--- config.mk ---
export PLATFORM = sky130hd
export DESIGN_NAME = dac_serial_if
export DESIGN_NICKNAME = d
export VERILOG_FILES = /design/src/rtl/dac_if_pkg.sv /design/src/rtl/dac_if_sync.sv /design/src/rtl/dac_if_shifter.sv /design/src/rtl/dac_if_regs.sv /design/src/rtl/dac_serial_if.sv
export SDC_FILE = /design/constraint.sdc
export NUM_CORES = 1
export LEC_CHECK = 0
export BUFFER_PORTS_ARGS = -buffer_cell sky130_fd_sc_hd__buf_2
export CAP_MARGIN = 20
export CORE_MARGIN = 1
export CORE_UTILIZATION = 35
export CTS_CLUSTER_SIZE = 30
export DETAILED_ROUTE_END_ITERATION = 10
export SLEW_MARGIN = 20
export SYNTH_ARGS = -nofsm -noshare
export SYNTH_HDL_FRONTEND = slang
export SYNTH_SLANG_ARGS = --single-unit
export TNS_END_PERCENT = 30
--- constraint.sdc ---
create_clock -name clk_i -period 2.5 [get_ports clk_i]
set_input_delay 0.75 -clock clk_i [delete_from_list [all_inputs] [get_ports clk_i]]
set_output_delay 0.75 -clock clk_i [all_outputs]
set_load 0.01 [all_outputs]
--- src/rtl/dac_if_pkg.sv ---
package dac_if_pkg;
  localparam int DATA_W  = 12;
  localparam int CH_N    = 2;
  localparam int ADDR_W  = 1;
  localparam int CTL_W   = 2;
  localparam int OP_W    = 3;
  localparam int FRAME_W = ADDR_W + CTL_W + DATA_W + 1;

  typedef struct packed {
    logic [ADDR_W-1:0] addr;
    logic [CTL_W-1:0]  ctl;
    logic [DATA_W-1:0] data;
  } cmd_t;

  typedef enum logic [CTL_W-1:0] {
    CTL_EXT       = 2'b00,
    CTL_LOAD      = 2'b01,
    CTL_LOAD_UPD  = 2'b10,
    CTL_LOAD_BOTH = 2'b11
  } ctl_e;

  typedef enum logic [OP_W-1:0] {
    OP_NOP   = 3'd0,
    OP_UPD   = 3'd1,
    OP_SD    = 3'd2,
    OP_UO_LO = 3'd3,
    OP_UO_HI = 3'd4,
    OP_MODE0 = 3'd5,
    OP_MODE1 = 3'd6,
    OP_WAKE  = 3'd7
  } op_e;
endpackage

--- src/rtl/dac_if_sync.sv ---
module dac_if_sync #(
  parameter int              WIDTH   = 1,
  parameter int              STAGES  = 2,
  parameter logic [WIDTH-1:0] RST_VAL = '0
) (
  input  logic             clk_i,
  input  logic             rst_ni,
  input  logic [WIDTH-1:0] d_i,
  output logic [WIDTH-1:0] q_o
);
  logic [WIDTH-1:0] st_q [STAGES];

  for (genvar s = 0; s < STAGES; s++) begin : g_stage
    if (s == 0) begin : g_first
      always_ff @(posedge clk_i or negedge rst_ni) begin
        if (!rst_ni) st_q[s] <= RST_VAL;
        else         st_q[s] <= d_i;
      end
    end else begin : g_next
      always_ff @(posedge clk_i or negedge rst_ni) begin
        if (!rst_ni) st_q[s] <= RST_VAL;
        else         st_q[s] <= st_q[s-1];
      end
    end
  end

  assign q_o = st_q[STAGES-1];
endmodule

--- src/rtl/dac_if_shifter.sv ---
module dac_if_shifter
  import dac_if_pkg::*;
(
  input  logic clk_i,
  input  logic rst_ni,
  input  logic sclk_s_i,
  input  logic cs_n_s_i,
  input  logic din_s_i,
  input  logic mode1_i,
  output logic strobe_o,
  output logic len_ok_o,
  output cmd_t cmd_o,
  output logic dout_o
);
  localparam int CNT_MAX = FRAME_W + 1;
  localparam int CNT_W   = $clog2(CNT_MAX + 1);

  logic               sclk_d, cs_d;
  logic               rise, fall, sel;
  logic [FRAME_W-1:0] sr_q;
  logic [CNT_W-1:0]   cnt_q;
  logic               dout_q;

  assign sel  = ~cs_n_s_i;
  assign rise = sel & sclk_s_i & ~sclk_d;
  assign fall = sel & ~sclk_s_i & sclk_d;

  always_ff @(posedge clk_i or negedge rst_ni) begin
    if (!rst_ni) begin
      sclk_d <= 1'b0;
      cs_d   <= 1'b1;
    end else begin
      sclk_d <= sclk_s_i;
      cs_d   <= cs_n_s_i;
    end
  end

  always_ff @(posedge clk_i or negedge rst_ni) begin
    if (!rst_ni)   sr_q <= '0;
    else if (rise) sr_q <= {sr_q[FRAME_W-2:0], din_s_i};
  end

  // edge count saturates one past a full frame so long frames stay rejected
  always_ff @(posedge clk_i or negedge rst_ni) begin
    if (!rst_ni)                               cnt_q <= '0;
    else if (cs_n_s_i)                         cnt_q <= '0;
    else if (rise && cnt_q != CNT_W'(CNT_MAX)) cnt_q <= cnt_q + 1'b1;
  end

  always_ff @(posedge clk_i or negedge rst_ni) begin
    if (!rst_ni)   dout_q <= 1'b0;
    else if (fall) dout_q <= sr_q[FRAME_W-1];
  end

  assign dout_o   = mode1_i ? sr_q[FRAME_W-1] : dout_q;
  assign strobe_o = cs_n_s_i & ~cs_d;
  assign len_ok_o = (cnt_q == CNT_W'(FRAME_W));
  assign cmd_o    = cmd_t'(sr_q[FRAME_W-1:1]);

  assert_idle_shift_R7: assert property (@(posedge clk_i) disable iff (!rst_ni)
    cs_n_s_i |=> ($stable(sr_q) && $stable(dout_q)));
  assert_cnt_bound_R2: assert property (@(posedge clk_i) disable iff (!rst_ni)
    cnt_q <= CNT_W'(CNT_MAX));
  assert_dout_hold_R8: assert property (@(posedge clk_i) disable iff (!rst_ni)
    !fall |=> $stable(dout_q));
endmodule

--- src/rtl/dac_if_regs.sv ---
module dac_if_regs
  import dac_if_pkg::*;
(
  input  logic                          clk_i,
  input  logic                          rst_ni,
  input  logic                          strobe_i,
  input  logic                          len_ok_i,
  input  cmd_t                          cmd_i,
  input  logic                          sd_en_s_i,
  output logic [CH_N-1:0][DATA_W-1:0]   dac_o,
  output logic                          mode1_o,
  output logic                          user_o,
  output logic                          sd_o
);
  logic [CH_N-1:0][DATA_W-1:0] in_q, dac_q;
  logic                        act, ext, wr_in, wr_both, upd_all;
  logic                        mode_q, user_q, sd_q;
  op_e                         op;

  assign act     = strobe_i & len_ok_i;
  assign op      = op_e'(cmd_i.data[DATA_W-1 -: OP_W]);
  assign ext     = act && cmd_i.ctl == CTL_EXT && cmd_i.addr == '0;
  assign wr_in   = act && cmd_i.ctl != CTL_EXT;
  assign wr_both = wr_in && cmd_i.ctl == CTL_LOAD_BOTH && !sd_q;
  assign upd_all = !sd_q && ((wr_in && cmd_i.ctl == CTL_LOAD_UPD) || (ext && op == OP_UPD));

  for (genvar i = 0; i < CH_N; i++) begin : g_ch
    logic hit;
    assign hit = wr_in && cmd_i.addr == ADDR_W'(i);

    always_ff @(posedge clk_i or negedge rst_ni) begin
      if (!rst_ni)  in_q[i] <= '0;
      else if (hit) in_q[i] <= cmd_i.data;
    end

    // a frame that loads and updates passes its own word straight through
    always_ff @(posedge clk_i or negedge rst_ni) begin
      if (!rst_ni)                 dac_q[i] <= '0;
      else if (upd_all)            dac_q[i] <= hit ? cmd_i.data : in_q[i];
      else if (wr_both && hit)     dac_q[i] <= cmd_i.data;
    end
  end

  always_ff @(posedge clk_i or negedge rst_ni) begin
    if (!rst_ni) begin
      mode_q <= 1'b0;
      user_q <= 1'b0;
    end else if (ext) begin
      case (op)
        OP_MODE0: mode_q <= 1'b0;
        OP_MODE1: mode_q <= 1'b1;
        OP_UO_LO: user_q <= 1'b0;
        OP_UO_HI: user_q <= 1'b1;
        default: ;
      endcase
    end
  end

  always_ff @(posedge clk_i or negedge rst_ni) begin
    if (!rst_ni)                     sd_q <= 1'b0;
    else if (!sd_en_s_i)             sd_q <= 1'b0;
    else if (ext && op == OP_SD)     sd_q <= 1'b1;
    else if (ext && op == OP_WAKE)   sd_q <= 1'b0;
  end

  assign dac_o   = dac_q;
  assign mode1_o = mode_q;
  assign user_o  = user_q;
  assign sd_o    = sd_q;

  assert_sd_hold_R11: assert property (@(posedge clk_i) disable iff (!rst_ni)
    sd_q |=> $stable(dac_q));
  assert_bad_len_R2: assert property (@(posedge clk_i) disable iff (!rst_ni)
    (strobe_i && !len_ok_i) |=> ($stable(in_q) && $stable(dac_q) && $stable(mode_q) && $stable(user_q)));
  assert_lock_clr_R12: assert property (@(posedge clk_i) disable iff (!rst_ni)
    !sd_en_s_i |=> !sd_q);
  assert_load_only_R3: assert property (@(posedge clk_i) disable iff (!rst_ni)
    (act && cmd_i.ctl == CTL_LOAD && !sd_q) |=> $stable(dac_q));
  assert_idle_frame_R13: assert property (@(posedge clk_i) disable iff (!rst_ni)
    !strobe_i |=> ($stable(in_q) && $stable(dac_q)));
endmodule

--- src/rtl/dac_serial_if.sv ---
module dac_serial_if
  import dac_if_pkg::*;
#(
  parameter int SYNC_N = 2
) (
  input  logic                     clk_i,
  input  logic                     rst_ni,
  input  logic                     sclk_i,
  input  logic                     cs_ni,
  input  logic                     din_i,
  input  logic                     sd_en_i,
  output logic                     dout_o,
  output logic                     user_o,
  output logic                     shutdown_o,
  output logic [CH_N*DATA_W-1:0]   dac_o
);
  localparam int PIN_N = 4;

  logic [PIN_N-1:0]            pins_s;
  logic                        strobe, len_ok, mode1, sd;
  cmd_t                        cmd;
  logic [CH_N-1:0][DATA_W-1:0] dac_w;

  dac_if_sync #(
    .WIDTH  (PIN_N),
    .STAGES (SYNC_N),
    .RST_VAL(4'b1010)
  ) u_sync (
    .clk_i (clk_i),
    .rst_ni(rst_ni),
    .d_i   ({sd_en_i, din_i, cs_ni, sclk_i}),
    .q_o   (pins_s)
  );

  dac_if_shifter u_shift (
    .clk_i   (clk_i),
    .rst_ni  (rst_ni),
    .sclk_s_i(pins_s[0]),
    .cs_n_s_i(pins_s[1]),
    .din_s_i (pins_s[2]),
    .mode1_i (mode1),
    .strobe_o(strobe),
    .len_ok_o(len_ok),
    .cmd_o   (cmd),
    .dout_o  (dout_o)
  );

  dac_if_regs u_regs (
    .clk_i    (clk_i),
    .rst_ni   (rst_ni),
    .strobe_i (strobe),
    .len_ok_i (len_ok),
    .cmd_i    (cmd),
    .sd_en_s_i(pins_s[3]),
    .dac_o    (dac_w),
    .mode1_o  (mode1),
    .user_o   (user_o),
    .sd_o     (sd)
  );

  // raw pin gates the flag so wake-up needs no clock
  assign shutdown_o = sd & sd_en_i;
  assign dac_o      = dac_w;
endmodule

==> flow_metrics.py, run 1 <==
metrics = {
    "power": {
        "pwr_density_cell_nw_per_um2": 663.9,
        "p_leak_nw": 1.868,
        "ir_worst_vdd_v": 0.0002455,
    },
    "synth": {
        "netlist_instances": 280,
        "async_flop_share_pct": 100.0,
        "yosysSeqAreaShare_pct": 59.74,
        "synth_edf_count": 0,
        "synth_cell_type_count": 40,
        "synth-seq-cells": 83,
        "synthesis.area_um2": 3487,
        "synth_flop_cell": "dfrtp_1",
        "synth_top_area_share_pct": 55.97,
        "synth-warning-count": 0,
        "syn_avg_cell_area_um2": 12.45,
        "synthTopCellsByArea": "dfrtp_1 56%, mux2_2 6.1%, inv_1 4.3%",
        "syn_nets": 289,
        "yosysTopAreaCell": "dfrtp_1",
    },
    "global_route": {
        "grt_pass1_wl_mm": 11.26,
        "grt_usage_pct": 14.40,
        "grt.overflow.total": 0,
        "antenna_found_initial": 0,
        "grt_start_max_net_pins": 51,
        "grt_pass1_vias": 2179,
    },
    "routing": {
        "vias": 2221,
        "wl_per_cell_um": 14.93,
        "routed_wl_mm": 6.747,
        "firstDrtPassIters": 5,
        "viasPerCell": 4.914,
        "drcViolationCount": 0,
        "ant_nets": 0,
        "drt_iter0_markers": 154,
    },
    "job": {
        "maxCapViolCount": 0,
    },
    "status": {
        "status": "finished, final reports clean",
    },
    "clock_tree": {
        "clk_pin_slew_worst_paths_ps": 90,
        "cts_buffers": 9,
        "cts_root_buffer": "clkbuf_8",
        "clock_path_buffers": 2,
        "cts_tree": "yes",
        "cts_resized": 0,
        "insertion_delay_ps": 350,
        "postCtsSetupBuffers": 0,
        "htreeDepth": 3,
        "cts_hold_buf": 0,
        "clock_sinks": 83,
    },
    "timing": {
        "slew_violations": 0,
        "hold-worst-slack_ps": 336.0,
        "setup_violations": 0,
        "tns_ps": 0,
        "period_share_pct": 88.11,
        "period_needed_ps": 2203,
        "grt_setup_unrepaired": "no",
        "slew_headroom_pct": 37.45,
        "finalHoldViolations": 0,
        "fin_worst_skew_ps": 10.84,
        "fmax_ghz": 0.4540,
        "worstMarginPinSlew_ps": 934.7,
    },
    "floorplanning": {
        "start_util_pct": 35.84,
        "io_pins": 33,
        "die_area_um2": 10370,
        "die_w_um": 101.8,
        "core_um2": 9729,
        "die_h_um": 101.8,
        "rows": 36,
    },
    "final_layout": {
        "final_cells": 452,
        "diodes": 0,
        "fin_util_pct": 41.22,
        "area_growth_pct": 15.00,
        "fillers": 948,
        "drive_gt1_share_pct": 27.27,
        "layout.nets": 323,
    },
    "worst_setup_path": {
        "worstPathMaxFanout": 12,
        "critPathArrivalTime_ps": 2380,
        "crit_type": "reg -> reg",
        "cp-start-kind": "flip-flop",
        "crit_family": "simple AND/OR/NAND/NOR gates",
        "required_ps": 2680,
        "cp_slowest_stage_delay_ps": 740,
        "endpoint_kind": "flip-flop",
        "timing.critical_path.buf_inv": 0,
        "critPathSlowestCell": "nor2_1",
        "path_cells": "and4bb_2 -> nand2_1 -> nor2_1 -> a222oi_1",
    },
    "placed_design": {
        "dp_hpwl_mm": 4.436,
        "gp_congestion": 0.7492,
        "io_buffer_count": 32,
        "numPlacedInstances": 436,
    },
    "worst_hold_path": {
        "min_path_type": "in -> async",
    },
}
[cells in the mapped netlist, drive strengths merged, types with 3 or more instances]
master	n
nand4	4
nor2	6
clkbuf	4
dfrtp	78
nor3	3
mux2i	12
buf	11
o21ai	14
mux2	19
nand2b	15
inv	40
o221a	12
dfstp	5
ha	3
a222oi	12
nor3b	4
nand2	16
[flip-flops by register name (all words and copies together), names as in the netlist, 4 cells and up]
name,cells
u_regs.in_q,24
u_sync.st_q,4
u_shift.cnt_q,5
u_shift.sr_q,16
u_sync.q_o,4
u_regs.dac_o,24
[layout by cell type, fill, tap and decap left out, types with 2 or more instances in the layout]
cell type	count
nand2b_1	15
nor3_1	3
nand2_1	16
nand4_1	4
ha_1	3
inv_1	40
o31ai_1	2
and2_1	2
dfrtp_1	78
o21ai_0	14
nor3b_4	2
nand3_1	2
a211oi_1	2
nor2_1	6
o221a_2	2
mux2i_1	12
a222oi_1	12
bufinv_16	2
buf_4	6
dfstp_2	5
clkbuf_8	10
mux2_2	19
buf_2	31
o221a_1	10
xor2_1	2
[worst reg2reg max path, stage by stage, from the launching register on]
cell	delay, ps
dfstp_2	640
and4bb_2	290
nand2_1	90
nor2_1	740
a222oi_1	270
[per-stage QoR]
step,power [mW],worst slack (ps),area (um^2)
2_1_floorplan,1.509,727.0,3487
3_3_place_gp,1.579,318.9,3776
3_5_place_dp,1.583,265.2,3776
4_1_cts,2.698,237.9,4010
5_1_grt,2.789,67.98,4010
6_report,2.662,297.3,4010
[final cells by class]
class	instances	area, um^2	area share, %
Multi-Input combinational cell	142	1156	28.83
Tap cell	133	166.4	4.150
Inverter	40	150.1	3.744
Clock inverter	6	96.34	2.402
Clock buffer	10	137.6	3.432
Sequential cell	83	2083	51.95
Timing Repair Buffer	38	220.2	5.491
[routing by layer]
layer	wire (um)	global-route usage, %
met1	3429	20.89
met3	326	3.899
met4	49	5.165
met2	2942	20.69
met5	0	0
[cells by family after synthesis]
| kind of cell | count (synthesis) | synth area share (%) |
|---|---|---|
| buf+inv | 55 | 7.104 |
| flops | 83 | 59.74 |
| mux | 31 | 9.580 |
| fa+ha+maj | 3 | 1.077 |
| compound gates | 50 | 12.24 |
| simple gates | 56 | 9.759 |
| xor+xnor | 2 | 0.5024 |
[report_power, final]
group | internal (mW) | switching (mW) | leakage, nW | total [mW]
logic | 0.0351 | 0.0735 | 0.630 | 0.109
clock network | 0.602 | 0.507 | 0.115 | 1.11
registers | 1.39 | 0.0549 | 1.12 | 1.44
total | 2.03 | 0.635 | 1.87 | 2.66
[worst paths after layout]
path / startpoint / slack, ps / end / cells past startpoint
worst max-delay path: u_sync.q_o[1] / 300 / u_regs.dac_o[6] / 4
worst min-delay path: rst_ni / 340 / u_regs.dac_o[20] / 1
worst max register to register: u_sync.q_o[1] / 300 / u_regs.dac_o[6] / 4
worst min register to register: u_sync.st_q[5] / 360 / u_sync.q_o[1] / 0
max in group asynchronous: rst_ni / 1490 / u_sync.q_o[3] / 2
min in group clk_i: u_sync.st_q[5] / 360 / u_sync.q_o[1] / 0
Note: power is estimated with default switching activity, not from simulation.
==> inputs of run 2 (changes only) <==
CORE_ASPECT_RATIO = 1.75   (was not set)
clock period = 2.18 ns   (was 2.5 ns; I/O delays follow)
==> flow_metrics.py, run 2 (synthesis gave the netlist of run 1 again) <==
metrics = {
    "clock_tree": {
        "cts_buffers": 9,
        "insertion_delay_ps": 340,
        "clk_pin_slew_worst_paths_ps": 60,
        "clock_path_buffers": 2,
        "cts_root_buffer": "clkbuf_16",
        "cts_tree": "yes",
        "postCtsSetupBuffers": 0,
        "htreeDepth": 3,
        "clock_sinks": 83,
    },
    "timing": {
        "finalHoldViolations": 0,
        "grt_setup_unrepaired": "no",
        "slew_headroom_pct": 63.63,
        "period_needed_ps": 1959,
        "period_share_pct": 89.85,
        "tns_ps": 0,
        "worstMarginPinSlew_ps": 544.9,
        "fin_worst_skew_ps": 5.506,
        "setup_violations": 0,
        "slew_violations": 0,
        "fmax_ghz": 0.5105,
    },
    "job": {
        "maxCapViolCount": 0,
    },
    "placed_design": {
        "dp_hpwl_mm": 4.838,
        "numPlacedInstances": 430,
        "io_buffer_count": 32,
        "gp_congestion": 0.8140,
    },
    "final_layout": {
        "area_growth_pct": 18.41,
        "final_cell_mix": "78 x dfrtp_1, 40 x inv_1, 31 x buf_2, 19 x mux2_2, 16 x nand2_1",
        "fillers": 916,
        "drive_gt1_share_pct": 28.70,
        "final_cells": 446,
        "final_common_cell": "dfrtp_1",
        "diodes": 0,
        "layout.nets": 328,
    },
    "floorplanning": {
        "die_h_um": 134.0,
        "die_w_um": 77.46,
        "rows": 47,
        "start_util_pct": 36.38,
        "die_area_um2": 10380,
        "core_um2": 9585,
        "io_pins": 33,
    },
    "global_route": {
        "grt_start_max_net_pins": 38,
        "grt_usage_pct": 14.57,
        "grt_pass1_vias": 2294,
        "grt.overflow.total": 0,
        "antenna_found_initial": 0,
        "grt_pass1_wl_mm": 11.66,
    },
    "power": {
        "intPower_mw": 2.674,
        "pwr_density_cell_nw_per_um2": 825.4,
        "power_mw": 3.408,
        "combPwrFrac_pct": 3.9,
        "clkPwrFrac_pct": 47.7,
        "ir_worst_vdd_v": 0.0004621,
        "p_seq_share_pct": 48.4,
        "p_switching_uw": 734.1,
        "p_leak_nw": 1.939,
        "swShare_pct": 21.54,
    },
    "routing": {
        "routed_wl_mm": 6.802,
        "viasPerCell": 5.126,
        "drcViolationCount": 0,
        "wl_per_cell_um": 15.25,
        "vias": 2286,
        "drt_iter0_markers": 133,
        "firstDrtPassIters": 6,
        "ant_nets": 0,
    },
    "worst_setup_path": {
        "crit_type": "reg -> out",
        "crit_family": "flip-flops",
        "endpoint_kind": "output port",
        "cp_slowest_stage_delay_ps": 390,
        "cp-start-kind": "flip-flop",
        "critPathSlowestCell": "dfrtp_1",
        "timing.critical_path.buf_inv": 2,
        "worstPathMaxFanout": 11,
        "path_cells": "buf_4 -> mux2_2 -> buf_2",
        "critPathArrivalTime_ps": 1300,
        "required_ps": 1530,
    },
    "worst_hold_path": {
        "min_path_type": "in -> async",
    },
    "status": {
        "status": "finished, final reports clean",
    },
}
[run 2: changes by cell type in the layout (fill, tap and decap cells not counted), sizes merged]
cell      change
clkinv        +2
clkinvlp      -1
buf           +5
inv           -1
[run 2: path summary, 6_finish.rpt]
kind                       cells past startpoint          endpoint  slack, ps        startpoint
max                                            3            dout_o        220  u_shift.sr_q[15]
min in group clk_i                             0     u_sync.q_o[2]        350    u_sync.st_q[6]
min reg2reg                                    0     u_sync.q_o[2]        350    u_sync.st_q[6]
min                                            1    u_regs.in_q[2]        280            rst_ni
max in group asynchronous                      2  u_regs.dac_o[13]       1280            rst_ni
max reg2reg                                    4  u_regs.dac_o[13]        260  u_shift.sr_q[12]
[run 2: layout make-up]
class                      instances  area, um^2  share of cell area [%]
inverter                          40       150.1                   3.636
sequential                        83        2083                   50.45
timing repair buffer              43       257.7                   6.242
clock inverter                     6       87.58                   2.121
tap                              122       152.6                   3.697
clock buffer                      10       239.0                   5.788
multi-input combinational        142        1159                   28.06
[run 2: layer usage]
layer  vias to the layer above  track usage [%]  share of wire (%)
met4                         0            7.547                2.6
met2                        43            24.53                 51
met3                        10            3.401                3.7
met5                         -                0                  0
met1                      1171            17.14                 43
li1                       1062                -                  -
[run 2: timing repair]
action,CTS,global route
endpoints found under the setup margin,1,0
hold buffers,0,0
gates resized for setup,1,0
[run 2: power groups by stage]
stage	combinational [mW]	clock, mW	sequential (mW)
after floorplan	0.0732	0	1.66
after global placement	0.133	0	1.68
after detailed placement	0.136	0	1.68
after CTS	0.137	1.67	1.65
after global routing	0.154	1.72	1.66
final	0.132	1.63	1.65
[run 2: metrics by stage]
| step | util (%) | setup WS [ps] | hold WS [ps] | area, um^2 |
|---|---|---|---|---|
| after floorplan | - | 407.0 | 331.2 | 3487 |
| after global placement | 39.64 | 84.13 | 337.7 | 3800 |
| after detailed placement | 39.64 | 3.185 | 338.1 | 3800 |
| after CTS | 43.08 | 199.8 | 284.8 | 4129 |
| after global routing | 43.08 | 121.7 | 313.6 | 4129 |
| final | 43.08 | 221.2 | 277.4 | 4129 |
